**config.mk**
```make
export PLATFORM = sky130hd
export DESIGN_NAME = spi_reg_port
export DESIGN_NICKNAME = d
export VERILOG_FILES = /design/src/rtl/spi_port_pkg.sv /design/src/rtl/spi_port_sync.sv /design/src/rtl/spi_port_ctrl.sv /design/src/rtl/spi_port_bank.sv /design/src/rtl/spi_reg_port.sv
export SDC_FILE = /design/constraint.sdc
export NUM_CORES = 1
export LEC_CHECK = 0
export ABC_CLOCK_PERIOD_IN_PS = 5600
export BUFFER_PORTS_ARGS = -buffer_cell sky130_fd_sc_hd__buf_2
export CAP_MARGIN = 10
export CORE_UTILIZATION = 50
export CTS_BUF_LIST = sky130_fd_sc_hd__clkbuf_4
export CTS_CLUSTER_DIAMETER = 50
export DETAILED_ROUTE_END_ITERATION = 8
export PLACE_DENSITY_LB_ADDON = 0.25
export SKIP_CTS_REPAIR_TIMING = 1
export SLEW_MARGIN = 20
export SYNTH_ARGS = -nofsm -noshare
export SYNTH_HDL_FRONTEND = slang
export SYNTH_HIERARCHICAL = 1
export SYNTH_SLANG_ARGS = --single-unit
```
**constraint.sdc**
```tcl
create_clock -name clk_i -period 5.6 [get_ports clk_i]
set_input_delay 1.12 -clock clk_i [delete_from_list [all_inputs] [get_ports clk_i]]
set_output_delay 1.12 -clock clk_i [all_outputs]
set_load 0.005 [all_outputs]
```
**src/rtl/spi_port_pkg.sv**
```systemverilog
package spi_port_pkg;
  localparam int ADDR_W  = 13;
  localparam int CNT_W   = 2;
  localparam int INSTR_W = 1 + CNT_W + ADDR_W;
  localparam int BCNT_W  = $clog2(INSTR_W);
  localparam int BYTE_W  = 8;

  // fixed map locations that the host software depends on
  localparam logic [ADDR_W-1:0] CFG_ADDR = 13'h000;
  localparam logic [ADDR_W-1:0] UPD_ADDR = 13'h232;

  typedef enum logic [1:0] {
    ST_IDLE,
    ST_INSTR,
    ST_DATA
  } xfer_st_e;
endpackage

```
**src/rtl/spi_port_sync.sv**
```systemverilog
module spi_port_sync #(
  parameter int SYNC_STAGES = 2
) (
  input  logic clk_i,
  input  logic rst_ni,
  input  logic cs_ni,
  input  logic sclk_i,
  input  logic sdio_i,
  output logic cs_hi_o,
  output logic cs_fall_o,
  output logic sclk_rise_o,
  output logic sclk_fall_o,
  output logic din_o
);
  localparam int LAST = SYNC_STAGES - 1;

  logic [SYNC_STAGES:0]   cs_sh, sclk_sh;
  logic [SYNC_STAGES-1:0] din_sh;

  always_ff @(posedge clk_i or negedge rst_ni) begin
    if (!rst_ni) begin
      cs_sh   <= '1;
      sclk_sh <= '0;
      din_sh  <= '0;
    end else begin
      cs_sh   <= {cs_sh[LAST:0], cs_ni};
      sclk_sh <= {sclk_sh[LAST:0], sclk_i};
      din_sh  <= {din_sh[SYNC_STAGES-2:0], sdio_i};
    end
  end

  // all three lines see the same latency, so data aligns with its edge
  assign cs_hi_o     = cs_sh[LAST];
  assign cs_fall_o   = cs_sh[SYNC_STAGES] & ~cs_sh[LAST];
  assign sclk_rise_o = sclk_sh[LAST] & ~sclk_sh[SYNC_STAGES];
  assign sclk_fall_o = sclk_sh[SYNC_STAGES] & ~sclk_sh[LAST];
  assign din_o       = din_sh[LAST];
endmodule

```
**src/rtl/spi_port_ctrl.sv**
```systemverilog
module spi_port_ctrl
  import spi_port_pkg::*;
(
  input  logic              clk_i,
  input  logic              rst_ni,
  input  logic              cs_hi_i,
  input  logic              cs_fall_i,
  input  logic              sclk_rise_i,
  input  logic              sclk_fall_i,
  input  logic              din_i,
  input  logic [BYTE_W-1:0] rd_data_i,
  output logic              wr_en_o,
  output logic [ADDR_W-1:0] wr_addr_o,
  output logic [BYTE_W-1:0] wr_data_o,
  output logic [ADDR_W-1:0] rd_addr_o,
  output logic              out_bit_o,
  output logic              rd_act_o
);
  xfer_st_e            st_q;
  logic [BCNT_W-1:0]   bcnt_q;
  logic [INSTR_W-2:0]  sh_q;
  logic [INSTR_W-1:0]  sh_nxt;
  logic                rw_q, stream_q;
  logic [CNT_W-1:0]    left_q;
  logic [ADDR_W-1:0]   addr_q, addr_nxt;
  logic [BYTE_W-1:0]   out_q;
  logic                obit_q;
  logic                take, instr_done, byte_done, at_bound, last_byte;

  assign take       = sclk_rise_i & ~cs_hi_i;
  assign sh_nxt     = {sh_q, din_i};
  assign instr_done = (st_q == ST_INSTR) & take & (bcnt_q == BCNT_W'(INSTR_W - 1));
  assign byte_done  = (st_q == ST_DATA) & take & (bcnt_q == BCNT_W'(BYTE_W - 1));
  assign at_bound   = (bcnt_q[2:0] == 3'd0);
  assign last_byte  = ~stream_q & (left_q == CNT_W'(1));
  // next byte one address lower; also feeds the read prefetch
  assign addr_nxt   = instr_done ? sh_nxt[ADDR_W-1:0] : addr_q - ADDR_W'(1);

  always_ff @(posedge clk_i or negedge rst_ni) begin
    if (!rst_ni) begin
      st_q     <= ST_IDLE;
      bcnt_q   <= '0;
      sh_q     <= '0;
      rw_q     <= 1'b0;
      stream_q <= 1'b0;
      left_q   <= '0;
      addr_q   <= '0;
      out_q    <= '0;
      obit_q   <= 1'b0;
    end else if (cs_hi_i) begin
      // whole-byte pause allowed only outside streaming
      if (st_q != ST_IDLE && (!at_bound || (st_q == ST_DATA && stream_q)))
        st_q <= ST_IDLE;
    end else if (st_q == ST_IDLE) begin
      if (cs_fall_i) begin
        st_q   <= ST_INSTR;
        bcnt_q <= '0;
        obit_q <= 1'b0;
      end
    end else begin
      if (take) begin
        sh_q   <= sh_nxt[INSTR_W-2:0];
        bcnt_q <= bcnt_q + BCNT_W'(1);
      end
      if (instr_done) begin
        rw_q     <= sh_nxt[INSTR_W-1];
        stream_q <= &sh_nxt[INSTR_W-2 -: CNT_W];
        left_q   <= sh_nxt[INSTR_W-2 -: CNT_W] + CNT_W'(1);
        addr_q   <= addr_nxt;
        bcnt_q   <= '0;
        out_q    <= rd_data_i;
        st_q     <= ST_DATA;
      end
      if (byte_done) begin
        addr_q <= addr_nxt;
        left_q <= left_q - CNT_W'(1);
        bcnt_q <= '0;
        out_q  <= rd_data_i;
        if (last_byte) st_q <= ST_IDLE;
      end
      if (sclk_fall_i && st_q == ST_DATA && rw_q) begin
        obit_q <= out_q[BYTE_W-1];
        out_q  <= {out_q[BYTE_W-2:0], 1'b0};
      end
    end
  end

  assign wr_en_o   = byte_done & ~rw_q;
  assign wr_addr_o = addr_q;
  assign wr_data_o = sh_nxt[BYTE_W-1:0];
  assign rd_addr_o = addr_nxt;
  assign out_bit_o = obit_q;
  assign rd_act_o  = (st_q == ST_DATA) & rw_q & ~cs_hi_i;
endmodule

```
**src/rtl/spi_port_bank.sv**
```systemverilog
module spi_port_bank
  import spi_port_pkg::*;
#(
  parameter int NUM_REGS  = 8,
  parameter int BASE_ADDR = 'h010
) (
  input  logic                       clk_i,
  input  logic                       rst_ni,
  input  logic                       wr_en_i,
  input  logic [ADDR_W-1:0]          wr_addr_i,
  input  logic [BYTE_W-1:0]          wr_data_i,
  input  logic [ADDR_W-1:0]          rd_addr_i,
  output logic [BYTE_W-1:0]          rd_data_o,
  output logic                       uni_o,
  output logic                       commit_o,
  output logic [NUM_REGS*BYTE_W-1:0] regs_o
);
  logic uni_q, upd_q;

  for (genvar i = 0; i < NUM_REGS; i++) begin : g_reg
    localparam logic [ADDR_W-1:0] REG_A = ADDR_W'(BASE_ADDR + i);
    logic [BYTE_W-1:0] stage_q, act_q;

    always_ff @(posedge clk_i or negedge rst_ni) begin
      if (!rst_ni) begin
        stage_q <= '0;
        act_q   <= '0;
      end else begin
        if (wr_en_i && wr_addr_i == REG_A) stage_q <= wr_data_i;
        if (upd_q) act_q <= stage_q;
      end
    end
    assign regs_o[i*BYTE_W +: BYTE_W] = act_q;
  end

  always_ff @(posedge clk_i or negedge rst_ni) begin
    if (!rst_ni) begin
      uni_q <= 1'b0;
      upd_q <= 1'b0;
    end else begin
      if (wr_en_i && wr_addr_i == CFG_ADDR) uni_q <= wr_data_i[0];
      // pulse lasts one cycle, during which the copy occurs
      upd_q <= wr_en_i && wr_addr_i == UPD_ADDR && wr_data_i[0];
    end
  end

  always_comb begin
    rd_data_o = '0;
    if (rd_addr_i == CFG_ADDR) rd_data_o = {{(BYTE_W-1){1'b0}}, uni_q};
    if (rd_addr_i == UPD_ADDR) rd_data_o = {{(BYTE_W-1){1'b0}}, upd_q};
    for (int i = 0; i < NUM_REGS; i++)
      if (rd_addr_i == ADDR_W'(BASE_ADDR + i)) rd_data_o = regs_o[i*BYTE_W +: BYTE_W];
  end

  assign uni_o    = uni_q;
  assign commit_o = upd_q;
endmodule

```
**src/rtl/spi_reg_port.sv**
```systemverilog
module spi_reg_port
  import spi_port_pkg::*;
#(
  parameter int NUM_REGS    = 8,
  parameter int BASE_ADDR   = 'h010,
  parameter int SYNC_STAGES = 2
) (
  input  logic                       clk_i,
  input  logic                       rst_ni,
  input  logic                       cs_ni,
  input  logic                       sclk_i,
  input  logic                       sdio_i,
  output logic                       sdio_o,
  output logic                       sdio_oe_o,
  output logic                       sdo_o,
  output logic                       sdo_oe_o,
  output logic [NUM_REGS*BYTE_W-1:0] regs_o
);
  logic              cs_hi, cs_fall, sclk_rise, sclk_fall, din;
  logic              wr_en, out_bit, rd_act, uni, commit;
  logic [ADDR_W-1:0] wr_addr, rd_addr;
  logic [BYTE_W-1:0] wr_data, rd_data;

  spi_port_sync #(.SYNC_STAGES(SYNC_STAGES)) u_sync (
    .clk_i, .rst_ni, .cs_ni, .sclk_i, .sdio_i,
    .cs_hi_o(cs_hi), .cs_fall_o(cs_fall), .sclk_rise_o(sclk_rise),
    .sclk_fall_o(sclk_fall), .din_o(din)
  );

  spi_port_ctrl u_ctrl (
    .clk_i, .rst_ni,
    .cs_hi_i(cs_hi), .cs_fall_i(cs_fall), .sclk_rise_i(sclk_rise),
    .sclk_fall_i(sclk_fall), .din_i(din), .rd_data_i(rd_data),
    .wr_en_o(wr_en), .wr_addr_o(wr_addr), .wr_data_o(wr_data),
    .rd_addr_o(rd_addr), .out_bit_o(out_bit), .rd_act_o(rd_act)
  );

  spi_port_bank #(.NUM_REGS(NUM_REGS), .BASE_ADDR(BASE_ADDR)) u_bank (
    .clk_i, .rst_ni,
    .wr_en_i(wr_en), .wr_addr_i(wr_addr), .wr_data_i(wr_data),
    .rd_addr_i(rd_addr), .rd_data_o(rd_data), .uni_o(uni),
    .commit_o(commit), .regs_o(regs_o)
  );

  // readback steering
  assign sdio_oe_o = rd_act & ~uni;
  assign sdo_oe_o  = rd_act & uni;
  assign sdio_o    = sdio_oe_o & out_bit;
  assign sdo_o     = sdo_oe_o & out_bit;
endmodule

```
==> metrics.csv <==
stage,metric,value,unit
timing,slew of the pin with the lowest slew margin,939,ps
drt,Vias,6053,
setup_path,Setup crit start kind,flip-flop,
timing,period utilization,64.4,%
synthesis,Post-Synth Simple-Gate Area,11.1,%
run,max-cap viol count,0,
synthesis,"top cells by area, synth","dfrtp_1, mux2_2, mux2i_1, o21ai_0, nand2_1",
synthesis,syn avg cell area,12.4,um2
setup_path,critical path cell sequence,ha_1 > and4b_1 > nand2_1 > nor2_1 > or4b_1 > or3_1 > nor4_4 > mux2_2,
synthesis,XOR/XNOR share of the synthesized area,1.01,%
timing,Relative slew margins,37.4,%
global_route,GRT Util Overall,25.1,%
global_route,vias in the first global route,6105,
drt,via/cell ratio,6.11,
min_path,hold path cells,0,
global_route,global-route met1 utilization,36.6,%
run_status,status,"complete, no violations",
synthesis,asr flop ratio synth,100,%
placed_design,port bufs,72,
min_path,hold endpoint,u_sync/cs_sh[1],
synthesis,post-synthesis compound-gate area fraction,9.43,%
drt,first drt pass iteration count,5,
placed_design,placed wire-length estimate,14200,um
layout,Synth-to-Final Area Change,9.18,%
drt,final antenna-violating net count,0,
drt,drt first-iter violations,693,
synthesis,largest family of logic cells by synthesized area,multiplexers,
die,DIE AREA,17900,um2
setup_path,"reg-to-reg slack, setup",2000,ps
setup_path,family with the most delay on the worst path,simple AND/OR/NAND/NOR gates,
die,DIE WIDTH,134,um
synthesis,"EDFF count, synth",0,
die,# rows,47,
timing,min cycle time layout,3600,ps
timing,fmax,277,MHz
drt,WL/cell,21.4,um
setup_path,CP peak stage delay,590,ps
drt,DRC Markers,0,
synthesis,share of the synthesized area in the top cell type,52.6,%
power,Tot Pwr,2.35,mW
cts,clock tree buffer depth,2,
placed_design,Placer Congestion,0.853,
synthesis,post-synthesis adder-cell area fraction,0.722,%
cts,H-tree levels,4,
synthesis,syn nets,710,
layout,fraction of layout instances using a drive strength above 1,36.9,%
cts,CTS Sinks,185,
setup_path,Worst EP arrival,4070,ps
cts,CTS root buffer,clkbuf_4,
die,Core Area,16800,um2
timing,RSZ-0062 raised after global routing,no,
setup_path,Crit Path Class,reg2reg,
timing,total negative slack,0,ps
setup_path,slowest CP cell,nor4_4,
global_route,GR peak layer,met2,
synthesis,synthesized area,8670,um2
power,PwrDens,248,nW/um2
synthesis,#FFs+latches synth,185,
synthesis,synth unique cells,74,
setup_path,CP Launch Point,u_ctrl/bcnt_q[0],
setup_path,FF-to-FF End,u_bank/g_reg[5].stage_q[6],
min_path,HP Class,reg2reg,
synthesis,yosys warns,6,
timing,"Setup violations, final",0,
min_path,min-delay src,u_sync/cs_sh[0],
drt,drt total wl,21200,um
global_route,total grt overflow,0,
setup_path,Crit Path Max Fanout,8,
global_route,met3 Track Usage GR,5.52,%
global_route,largest net degree at the start of global routing,84,
power,Leak,4.83,nW
cts,"CTS clk-pin slew, worst paths",170,ps
timing,Worst Skew,28.0,ps
global_route,first-pass GRT wire length,34200,um
synthesis,"area leader, netlist",dfrtp_1,
setup_path,Critical Path End Type,flip-flop,
die,Initial Util,51.7,%
power,worst vdd ir,224,uV
global_route,initial antenna violation count,1,
synthesis,mux contribution to synthesized area,20.8,%
cts,Num CTS Buffers,17,
die,die height,134,um
timing,Fin. Hold Viols,0,
synthesis,Synth Flop Type,dfrtp_1,
timing,Max Slew Vio Count,0,
setup_path,WP buf/inv,0,
die,I/O pin total,73,
setup_path,FF-to-FF path depth,8,
synthesis,sequential-to-total area share from yosys stat,53.5,%
cts,clk_lat worst skew,580,ps
setup_path,critical path required time,6070,ps
global_route,GR Util met2,37.9,%
synthesis,Mapped Cells,700,
cts,CTS tree,built,
layout,nets,766,
setup_path,R2R Path Start,u_ctrl/bcnt_q[0],
[stage by stage]
step / setup slack [ps] / utilization [%] / instances / hold WS, ps / instance area, um2
after floorplan: 2530 / - / 700 / 331 / 8670
after global placement: 2010 / 54.6 / 957 / 339 / 9150
after detailed placement: 1910 / 54.6 / 957 / 343 / 9150
after CTS: 1850 / 56.4 / 989 / 373 / 9460
after global routing: 1670 / 56.5 / 990 / 377 / 9460
final: 2000 / 56.5 / 990 / 370 / 9460
[cell families (layout without fill, tap and decap cells)]
group	count (synthesis)	after routing
AO/OA/AOI/OAI	117	117
AND/OR/NAND/NOR	162	162
adder cells (fa/ha/maj)	5	5
flip-flops	185	185
other	0	1
buffers and inverters	61	130
multiplexers	160	160
XOR/XNOR	10	10
[registers in the layout, summed over array words and instances, names as in the netlist]
name / flops
u_bank/g.stage_q: 64
u_ctrl/st_q: 2
u_bank/g.act_q: 64
u_ctrl/left_q: 2
u_ctrl/bcnt_q: 4
u_sync/cs_sh: 3
u_ctrl/stream_q: 1
u_bank/commit_o: 1
u_sync/din_sh: 2
u_ctrl/rw_q: 1
u_bank/uni_o: 1
u_ctrl/out_q: 8
u_ctrl/out_bit_o: 1
u_ctrl/wr_addr_o: 13
u_ctrl/sh_q: 15
u_sync/sclk_sh: 3
[synthesized netlist by cell type, types with 3 or more instances]
cell type and instances:
buf_1 7, a2bb2oi_1 5, nand3_1 15, mux2_2 141, nor2b_1 6, xnor2_1 5
buf_4 11, o22a_1 4, nand4_1 7, mux2i_1 16, nand2b_1 7, nand2_1 30
nor3b_1 4, o221a_2 7, o21a_1 3, o22ai_1 4, or2b_1 7, o211ai_1 4
nor3_1 15, o32ai_1 3, nor2_1 30, buf_2 7, a21oi_1 21, o21ai_0 29
nand4b_1 4, nor4_1 5, ha_1 5, inv_1 17, dfstp_2 3, a22o_1 7
dfrtp_1 182, clkbuf_1 16, xor2_1 5, a31oi_1 5, o2bb2ai_1 4, a21o_1 3
a221oi_1 4
[layer usage]
layer  vias to the layer above  part of all wire, %
li1                       2696                    -
met1                      3119                   47
met2                       207                   46
met3                        31                  6.1
met4                         0                  1.6
met5                         -                    0
[where the power goes]
| part | leakage (nW) | internal, mW | switching [mW] |
|---|---|---|---|
| Clock | 0.166 | 0.248 | 0.516 |
| Combinational | 2.11 | 0.0512 | 0.0694 |
| Sequential | 2.56 | 1.37 | 0.0987 |
[placed cells by master (no fill, tap or decap), types with 6 or more instances in the layout]
cell        n
or2b_1      7
a22o_1      7
buf_2      71
nand2b_1    7
dfrtp_1   181
clkbuf_4   17
nand2_1    29
nand4_1     7
nor2b_1     6
nor3_1     15
o221a_2     7
mux2_2    141
buf_4       9
nand3_1    15
nor2_1     30
a21oi_1    20
o21ai_0    28
inv_1      17
mux2i_1    16
[worst register-to-register path, cell delays in order (launching register included)]
cell and delay (ps):
dfrtp_1 450, ha_1 250, and4b_1 350, nand2_1 240
nor2_1 170, or4b_1 520, or3_1 510, nor4_4 590
mux2_2 410
[how the worst max path moves through the flow]
| stage | endpoint | slack, ps | depth (start not counted) |
|---|---|---|---|
| final | u_bank/g_reg[5].stage_q[6] | 2000 | 8 |
| after global routing | u_ctrl/out_q[0] | 1670 | 12 |
| after CTS | u_ctrl/out_q[6] | 1850 | 10 |
| after detailed placement | u_ctrl/out_q[6] | 1910 | 10 |
| after global placement | u_ctrl/out_q[5] | 2010 | 9 |
| after floorplan | u_ctrl/out_q[4] | 2530 | 12 |
[cell type report]
cell class / instances / area [um2]
tap: 220 / 275
inverter: 17 / 63.8
sequential: 185 / 4630
fill: 1418 / 7300
clock inverter: 15 / 176
timing repair buffer: 81 / 434
multi-input combinational: 454 / 3750
clock buffer: 17 / 128
antenna: 1 / 2.50
No activity file was read; power rests on OpenSTA's default activity.
